<file path="config.mk">
export PLATFORM = sky130hd
export DESIGN_NAME = ptr_agu
export DESIGN_NICKNAME = d
export VERILOG_FILES = /design/src/rtl/agu_pkg.sv /design/src/rtl/agu_decode.sv /design/src/rtl/agu_addr_calc.sv /design/src/rtl/agu_seq.sv /design/src/rtl/ptr_agu.sv
export SDC_FILE = /design/constraint.sdc
export NUM_CORES = 1
export LEC_CHECK = 0
export BUFFER_PORTS_ARGS = -buffer_cell sky130_fd_sc_hd__buf_2
export CORE_AREA = 8 8 96 98
export DETAILED_ROUTE_END_ITERATION = 10
export DIE_AREA = 0 0 104 106
export GPL_TIMING_DRIVEN = 0
export PLACE_DENSITY = 0.93
export SYNTH_ARGS = -nofsm -noshare
export SYNTH_HDL_FRONTEND = slang
export SYNTH_SLANG_ARGS = --single-unit
</file>
<file path="constraint.sdc">
create_clock -name clk -period 7.5 [get_ports clk]
set_input_delay 0.375 -clock clk [delete_from_list [all_inputs] [get_ports clk]]
set_output_delay 0.375 -clock clk [all_outputs]
set_load 0.005 [all_outputs]
</file>
<file path="src/rtl/agu_pkg.sv">
package agu_pkg;
  typedef enum logic [2:0] {
    M_IND     = 3'd0,
    M_POSTINC = 3'd1,
    M_PREDEC  = 3'd2,
    M_DISP    = 3'd3,
    M_DIRECT  = 3'd4,
    M_PROG    = 3'd5,
    M_PUSH    = 3'd6,
    M_POP     = 3'd7
  } agu_mode_e;

  localparam logic [1:0] SEL_X  = 2'd0;
  localparam logic [1:0] SEL_Y  = 2'd1;
  localparam logic [1:0] SEL_Z  = 2'd2;
  localparam logic [1:0] SEL_SP = 2'd3;

  typedef struct packed {
    logic       legal;
    logic [1:0] base;
    logic       rd;
    logic       wr;
    logic       prd;
    logic       we;
    logic       long_op;
  } agu_ctl_t;
endpackage

</file>
<file path="src/rtl/agu_decode.sv">
module agu_decode
  import agu_pkg::*;
(
  input  agu_mode_e  mode,
  input  logic [1:0] sel,
  input  logic       is_store,
  output agu_ctl_t   ctl
);
  always_comb begin
    ctl = '0;
    unique case (mode)
      M_IND, M_POSTINC, M_PREDEC: begin
        ctl.legal = (sel != SEL_SP);
        ctl.base  = sel;
        ctl.rd    = !is_store;
        ctl.wr    = is_store;
        ctl.we    = (mode != M_IND);
      end
      M_DISP: begin
        ctl.legal = (sel == SEL_Y) || (sel == SEL_Z);
        ctl.base  = sel;
        ctl.rd    = !is_store;
        ctl.wr    = is_store;
      end
      M_DIRECT: begin
        ctl.legal = 1'b1;
        ctl.base  = sel;
        ctl.rd    = !is_store;
        ctl.wr    = is_store;
      end
      M_PROG: begin
        ctl.legal   = 1'b1;
        ctl.base    = SEL_Z;
        ctl.prd     = 1'b1;
        ctl.long_op = 1'b1;
      end
      M_PUSH: begin
        ctl.legal = 1'b1;
        ctl.base  = SEL_SP;
        ctl.wr    = 1'b1;
        ctl.we    = 1'b1;
      end
      M_POP: begin
        ctl.legal = 1'b1;
        ctl.base  = SEL_SP;
        ctl.rd    = 1'b1;
        ctl.we    = 1'b1;
      end
      default: ctl = '0;
    endcase
  end
endmodule

</file>
<file path="src/rtl/agu_addr_calc.sv">
module agu_addr_calc
  import agu_pkg::*;
#(
  parameter int AW = 16,
  parameter int QW = 6
) (
  input  agu_mode_e       mode,
  input  logic [AW-1:0]   base,
  input  logic [QW-1:0]   disp,
  input  logic [AW-1:0]   direct_addr,
  output logic [AW-1:0]   addr,
  output logic [AW-1:0]   wb_val
);
  localparam logic [AW-1:0] ONE = AW'(1);

  logic [AW-1:0] inc_v, dec_v, disp_v;

  assign inc_v  = base + ONE;
  assign dec_v  = base - ONE;
  assign disp_v = base + AW'(disp);

  always_comb begin
    addr   = base;
    wb_val = base;
    unique case (mode)
      M_POSTINC: wb_val = inc_v;
      M_PREDEC:  begin addr = dec_v; wb_val = dec_v; end
      M_DISP:    addr = disp_v;
      M_DIRECT:  addr = direct_addr;
      M_PUSH:    wb_val = dec_v;
      M_POP:     begin addr = inc_v; wb_val = inc_v; end
      default:   ;
    endcase
  end
endmodule

</file>
<file path="src/rtl/agu_seq.sv">
module agu_seq
  import agu_pkg::*;
#(
  parameter int AW       = 16,
  parameter int CYC_MEM  = 2,
  parameter int CYC_PROG = 3
) (
  input  logic          clk,
  input  logic          rst,
  input  logic          req_valid,
  input  agu_ctl_t      ctl,
  input  logic [AW-1:0] addr_in,
  input  logic [AW-1:0] wb_in,
  output logic          busy,
  output logic          done,
  output logic [AW-1:0] mem_addr,
  output logic          mem_rd,
  output logic          mem_wr,
  output logic          prog_rd,
  output logic          wb_we,
  output logic [1:0]    wb_sel,
  output logic [AW-1:0] wb_val,
  output logic          r0_we
);
  localparam int CMAX = (CYC_PROG > CYC_MEM) ? CYC_PROG : CYC_MEM;
  localparam int CW   = (CMAX > 2) ? $clog2(CMAX) : 1;

  logic [CW-1:0] rem;
  logic          prog_q;
  logic          accept;

  assign accept = req_valid && !busy && ctl.legal;

  always_ff @(posedge clk) begin
    if (rst) begin
      busy     <= 1'b0;
      done     <= 1'b0;
      rem      <= '0;
      prog_q   <= 1'b0;
      mem_addr <= '0;
      mem_rd   <= 1'b0;
      mem_wr   <= 1'b0;
      prog_rd  <= 1'b0;
      wb_we    <= 1'b0;
      wb_sel   <= '0;
      wb_val   <= '0;
      r0_we    <= 1'b0;
    end else begin
      mem_rd  <= 1'b0;
      mem_wr  <= 1'b0;
      prog_rd <= 1'b0;
      wb_we   <= 1'b0;
      r0_we   <= 1'b0;
      if (accept) begin
        busy     <= 1'b1;
        done     <= 1'b0;
        rem      <= ctl.long_op ? CW'(CYC_PROG - 1) : CW'(CYC_MEM - 1);
        prog_q   <= ctl.prd;
        mem_addr <= addr_in;
        mem_rd   <= ctl.rd;
        mem_wr   <= ctl.wr;
        prog_rd  <= ctl.prd;
        wb_we    <= ctl.we;
        wb_sel   <= ctl.base;
        wb_val   <= wb_in;
      end else if (busy) begin
        if (rem == CW'(1)) begin
          done  <= 1'b1;
          rem   <= '0;
          r0_we <= prog_q;
        end else if (rem == '0) begin
          busy <= 1'b0;
          done <= 1'b0;
        end else begin
          rem <= rem - CW'(1);
        end
      end
    end
  end

  assert_strobe_first_R8: assert property (@(posedge clk) disable iff (rst)
    (mem_rd || mem_wr || prog_rd) |-> (busy && !done));
  assert_one_strobe_R8: assert property (@(posedge clk) disable iff (rst)
    $onehot0({mem_rd, mem_wr, prog_rd}));
  assert_done_ends_R9: assert property (@(posedge clk) disable iff (rst)
    done |=> !busy);
  assert_hold_addr_R9: assert property (@(posedge clk) disable iff (rst)
    (busy && !done) |=> (busy && $stable(mem_addr) && $stable(wb_sel)));
  assert_r0_last_R10: assert property (@(posedge clk) disable iff (rst)
    r0_we |-> done);
  assert_wb_with_strobe_R12: assert property (@(posedge clk) disable iff (rst)
    wb_we |-> (mem_rd || mem_wr));
endmodule

</file>
<file path="src/rtl/ptr_agu.sv">
module ptr_agu
  import agu_pkg::*;
#(
  parameter int AW       = 16,
  parameter int QW       = 6,
  parameter int CYC_MEM  = 2,
  parameter int CYC_PROG = 3
) (
  input  logic          clk,
  input  logic          rst,
  input  logic          req_valid,
  input  logic          is_store,
  input  logic [2:0]    mode,
  input  logic [1:0]    ptr_sel,
  input  logic [QW-1:0] disp,
  input  logic [AW-1:0] direct_addr,
  input  logic [AW-1:0] ptr_x,
  input  logic [AW-1:0] ptr_y,
  input  logic [AW-1:0] ptr_z,
  input  logic [AW-1:0] ptr_sp,
  output logic          busy,
  output logic          done,
  output logic [AW-1:0] mem_addr,
  output logic          mem_rd,
  output logic          mem_wr,
  output logic          prog_rd,
  output logic          wb_we,
  output logic [1:0]    wb_sel,
  output logic [AW-1:0] wb_val,
  output logic          r0_we
);
  localparam int NPTR = 4;

  agu_mode_e      mode_e;
  agu_ctl_t       ctl;
  logic [AW-1:0]  ptr_bank [NPTR];
  logic [AW-1:0]  base, addr_c, wb_c;

  assign mode_e = agu_mode_e'(mode);

  assign ptr_bank[SEL_X]  = ptr_x;
  assign ptr_bank[SEL_Y]  = ptr_y;
  assign ptr_bank[SEL_Z]  = ptr_z;
  assign ptr_bank[SEL_SP] = ptr_sp;

  agu_decode u_dec (
    .mode     (mode_e),
    .sel      (ptr_sel),
    .is_store (is_store),
    .ctl      (ctl)
  );

  assign base = ptr_bank[ctl.base];

  agu_addr_calc #(.AW(AW), .QW(QW)) u_calc (
    .mode        (mode_e),
    .base        (base),
    .disp        (disp),
    .direct_addr (direct_addr),
    .addr        (addr_c),
    .wb_val      (wb_c)
  );

  agu_seq #(.AW(AW), .CYC_MEM(CYC_MEM), .CYC_PROG(CYC_PROG)) u_seq (
    .clk       (clk),
    .rst       (rst),
    .req_valid (req_valid),
    .ctl       (ctl),
    .addr_in   (addr_c),
    .wb_in     (wb_c),
    .busy      (busy),
    .done      (done),
    .mem_addr  (mem_addr),
    .mem_rd    (mem_rd),
    .mem_wr    (mem_wr),
    .prog_rd   (prog_rd),
    .wb_we     (wb_we),
    .wb_sel    (wb_sel),
    .wb_val    (wb_val),
    .r0_we     (r0_we)
  );

  // Stack write-back is one below the write address, or equal to the read address.
  assert_stack_wb_R11: assert property (@(posedge clk) disable iff (rst)
    (wb_we && wb_sel == SEL_SP) |->
      ((mem_wr && wb_val == mem_addr - AW'(1)) || (mem_rd && wb_val == mem_addr)));
  assert_busy_idle_reset_R1: assert property (@(posedge clk)
    $past(rst) |-> (!busy && !done && !wb_we));
endmodule

</file>
==> out/summary.txt <==
=====================================================================================
Result of the run                                                        finished, final reports clean
DRC violation total after the first TritonRoute iteration                         582
Cell at the root of the clock tree                                           clkbuf_8
Async S/R FF share, synth                                                          0%
Via total after detailed routing                                                 5355
Cell types with the largest area share after synthesis                   dfxtp_1, nand2_1, xnor2_1, mux2i_1, nor2_1
Maximum number of pins on one net before global-route repair                       14
Clk buf depth                                                                       2
Final clock period utilization by the worst path                               53.29%
Overall die height                                                             106 um
Syn Area/Cell                                                             7.313 sq um
Count of distinct cell types in the synthesized netlist                            75
Remaining DRCs                                                                      0
Largest clock skew in the final design                                     0.01719 ns
Part of the Yosys area used for sequential elements                            20.55%
Worst-skew pair later-pin latency                                             0.31 ns
Post-synthesis net count                                                          693
Grt ovf                                                                             0
Boundary pin count                                                                136
Number of inserted diodes                                                           0
Type of origin of the critical path                                         input pin
Count of TritonRoute iterations in the first routing pass                           6
Leakage power                                                                2.187 nW
Post-DP HPWL                                                                 14010 um
Starting density of the core                                                   54.63%
CP Max Fanout                                                                      10
P_int                                                                       0.4962 mW
Post-synth top area cell                                                      dfxtp_1
Number of buffers inserted during clock tree synthesis                              5
Switching power total                                                       0.3385 mW
Fraction of power consumed by the clock network                                 23.3%
Core area                                                                0.007845 sq mm
Horizontal die dimension                                                       104 um
Final-stage net count                                                             834
Fraction of synthesized cell area taken by the top area cell type              20.55%
Std cell rows                                                                      33
Minimum period implied by the final worst setup slack                        3.996 ns
Max-cap violation count                                                             0
Hold Worst Slack                                                            0.4015 ns
Sum of negative setup slack                                                      0 ns
Final RePlAce weighted congestion                                              0.9836
Flip-flop and latch count after synthesis                                          44
Drt wl/cell                                                                  21.40 um
Total standard cell area after synthesis                                 0.004285 sq mm
Pins Over Slew Limit                                                                0
Kind of end point of the critical path                                      flip-flop
Actual transition at the worst max-transition pin                            1.088 ns
Number of hold-slack violations in the final timing report                          0
Max-slew headroom at the worst pin                                             27.50%
Top FF cell, synth                                                            dfxtp_1
Power density of the placed cells                                        160.7 mW/mm^2
Initial antenna violation count                                                     0
Proportion of layout cells with a drive suffix above 1                         25.27%
Count of antenna-violating nets left after detailed routing                         0
Combinational share of power                                                    44.8%
Synthesis Warnings                                                                  0
Area delta synth->final                                                        21.23%
Unrepaired setup endpoints after global routing                                    no
Number of global-route vias before repair                                        5279
Most frequent standard cell in the layout excluding fill and tap cells          buf_2
Critical path start-end classification                                         in2reg
Die Footprint                                                            0.01102 sq mm
Post-CTS setup repair buffer count                                                  0
Count of H-tree levels built during CTS                                             2
Cell count after synthesis                                                        586
Post-cts sizing count                                                               0
Wire length of the first global-routing pass                                 27940 um
Number of hold-repair buffers added at the cts stage                                0
Commonest cells after routing, fill and taps aside                       buf_2, nand2_1, nor2_1
Total global routing track utilization                                         30.86%
Proportion of total power due to net switching                                 40.55%
Hold/Removal Path Class                                                        in2reg
Highest clock frequency the design can meet                                0.2502 GHz
Routed wire length                                                           17830 um
CTS clock-pin slew for the worst setup and hold paths                         0.11 ns
Vias per std cell                                                               6.429
Clock net sink count                                                               44
Count of input and output buffers                                                 134
TritonCTS clock tree                                                              yes
EDFF count, synth                                                                   0
Arrival time at the worst endpoint                                            4.21 ns
Setup violations, final                                                             0
Required @ worst endpoint                                                     7.72 ns
Relative contribution of sequential cells to total power                        31.9%
Largest vdd supply drop                                                    0.08689 mV
=====================================================================================
[worst max-delay path: stages]
cell	delay, ns
buf_2	0.11
buf_2	0.20
a21boi_4	0.37
nor2_8	0.11
buf_4	0.22
nand3_1	0.16
nand2_1	0.17
inv_1	0.26
ha_1	0.29
nand3_1	0.16
nor3_2	0.80
nand3_1	0.18
xnor2_1	0.17
a22oi_1	0.25
a21oi_1	0.10
a211o_1	0.28
[worst paths after layout]
check	start	endpoint	slack, ns	depth (start not counted)
max	mode[0]	u_seq.mem_addr[8]	3.50	16
min	direct_addr[14]	u_seq.mem_addr[14]	0.40	3
max reg2reg	u_seq.busy	u_seq.mem_addr[14]	5.16	7
min reg2reg	u_seq.wb_val[4]	u_seq.wb_val[4]	0.46	2
[cells in the mapped netlist, types with 12 or more instances]
| library cell | number |
|---|---|
| nand2_1 | 77 |
| a211oi_1 | 22 |
| nand3_1 | 22 |
| xnor2_1 | 30 |
| mux2i_1 | 22 |
| a21oi_1 | 42 |
| nor2_1 | 58 |
| dfxtp_1 | 44 |
| nor3_1 | 25 |
| ha_1 | 12 |
| clkbuf_1 | 25 |
| o21ai_0 | 40 |
[flip-flops by register name, summed over array words and instances (netlist names), 2 cells and up]
name and count:
u_seq.rem 2, u_seq.wb_sel 2, u_seq.mem_addr 16, u_seq.wb_val 16
[per-stage QoR]
step / setup WS, ns / power (mW) / util, % / instance area [sq um] / instances
after floorplan: 4.146 / 0.5093 / - / 4285 / 586
after global placement: 3.381 / 0.6254 / 64.85 / 5087 / 825
after detailed placement: 3.337 / 0.6334 / 64.85 / 5087 / 825
final: 3.504 / 0.8346 / 66.22 / 5195 / 833
after CTS: 3.655 / 0.8221 / 66.22 / 5195 / 833
after global routing: 3.325 / 0.8693 / 66.22 / 5195 / 833
[power by group through the flow]
| stage | Sequential [mW] | Clock (mW) | Combinational [mW] |
|---|---|---|---|
| after floorplan | 0.273 | 0 | 0.237 |
| after detailed placement | 0.272 | 0 | 0.362 |
| after global placement | 0.270 | 0 | 0.355 |
| final | 0.266 | 0.194 | 0.374 |
| after global routing | 0.269 | 0.199 | 0.402 |
| after CTS | 0.266 | 0.192 | 0.364 |
[cells by family after synthesis]
group / synth area share [%]
and+or+nand+nor: 27.83
xor gates and xnor gates: 7.358
adders and majority gates: 3.504
muxes: 6.803
buffers and inverters: 4.846
DFF: 20.55
AOI/OAI and AO/OA: 29.11
[per-layer routing]
layer	up-vias	wire length, um	GRT usage, %
met5	-	0	0
met4	0	614	12.62
met3	49	1803	6.110
met2	398	8076	50.50
met1	2458	7332	39.01
li1	2450	-	-
[cell type report]
| class | instances | area, sq um |
|---|---|---|
| multi-input combinational | 495 | 3197 |
| fill | 724 | 2650 |
| sequential | 44 | 880.8 |
| timing repair buffer | 134 | 670.6 |
| buffer | 37 | 170.2 |
| tap | 105 | 131.4 |
| clock buffer | 6 | 72.57 |
| inverter | 10 | 37.54 |
| clock inverter | 2 | 35.03 |
Note: power is estimated with default switching activity, not from simulation.
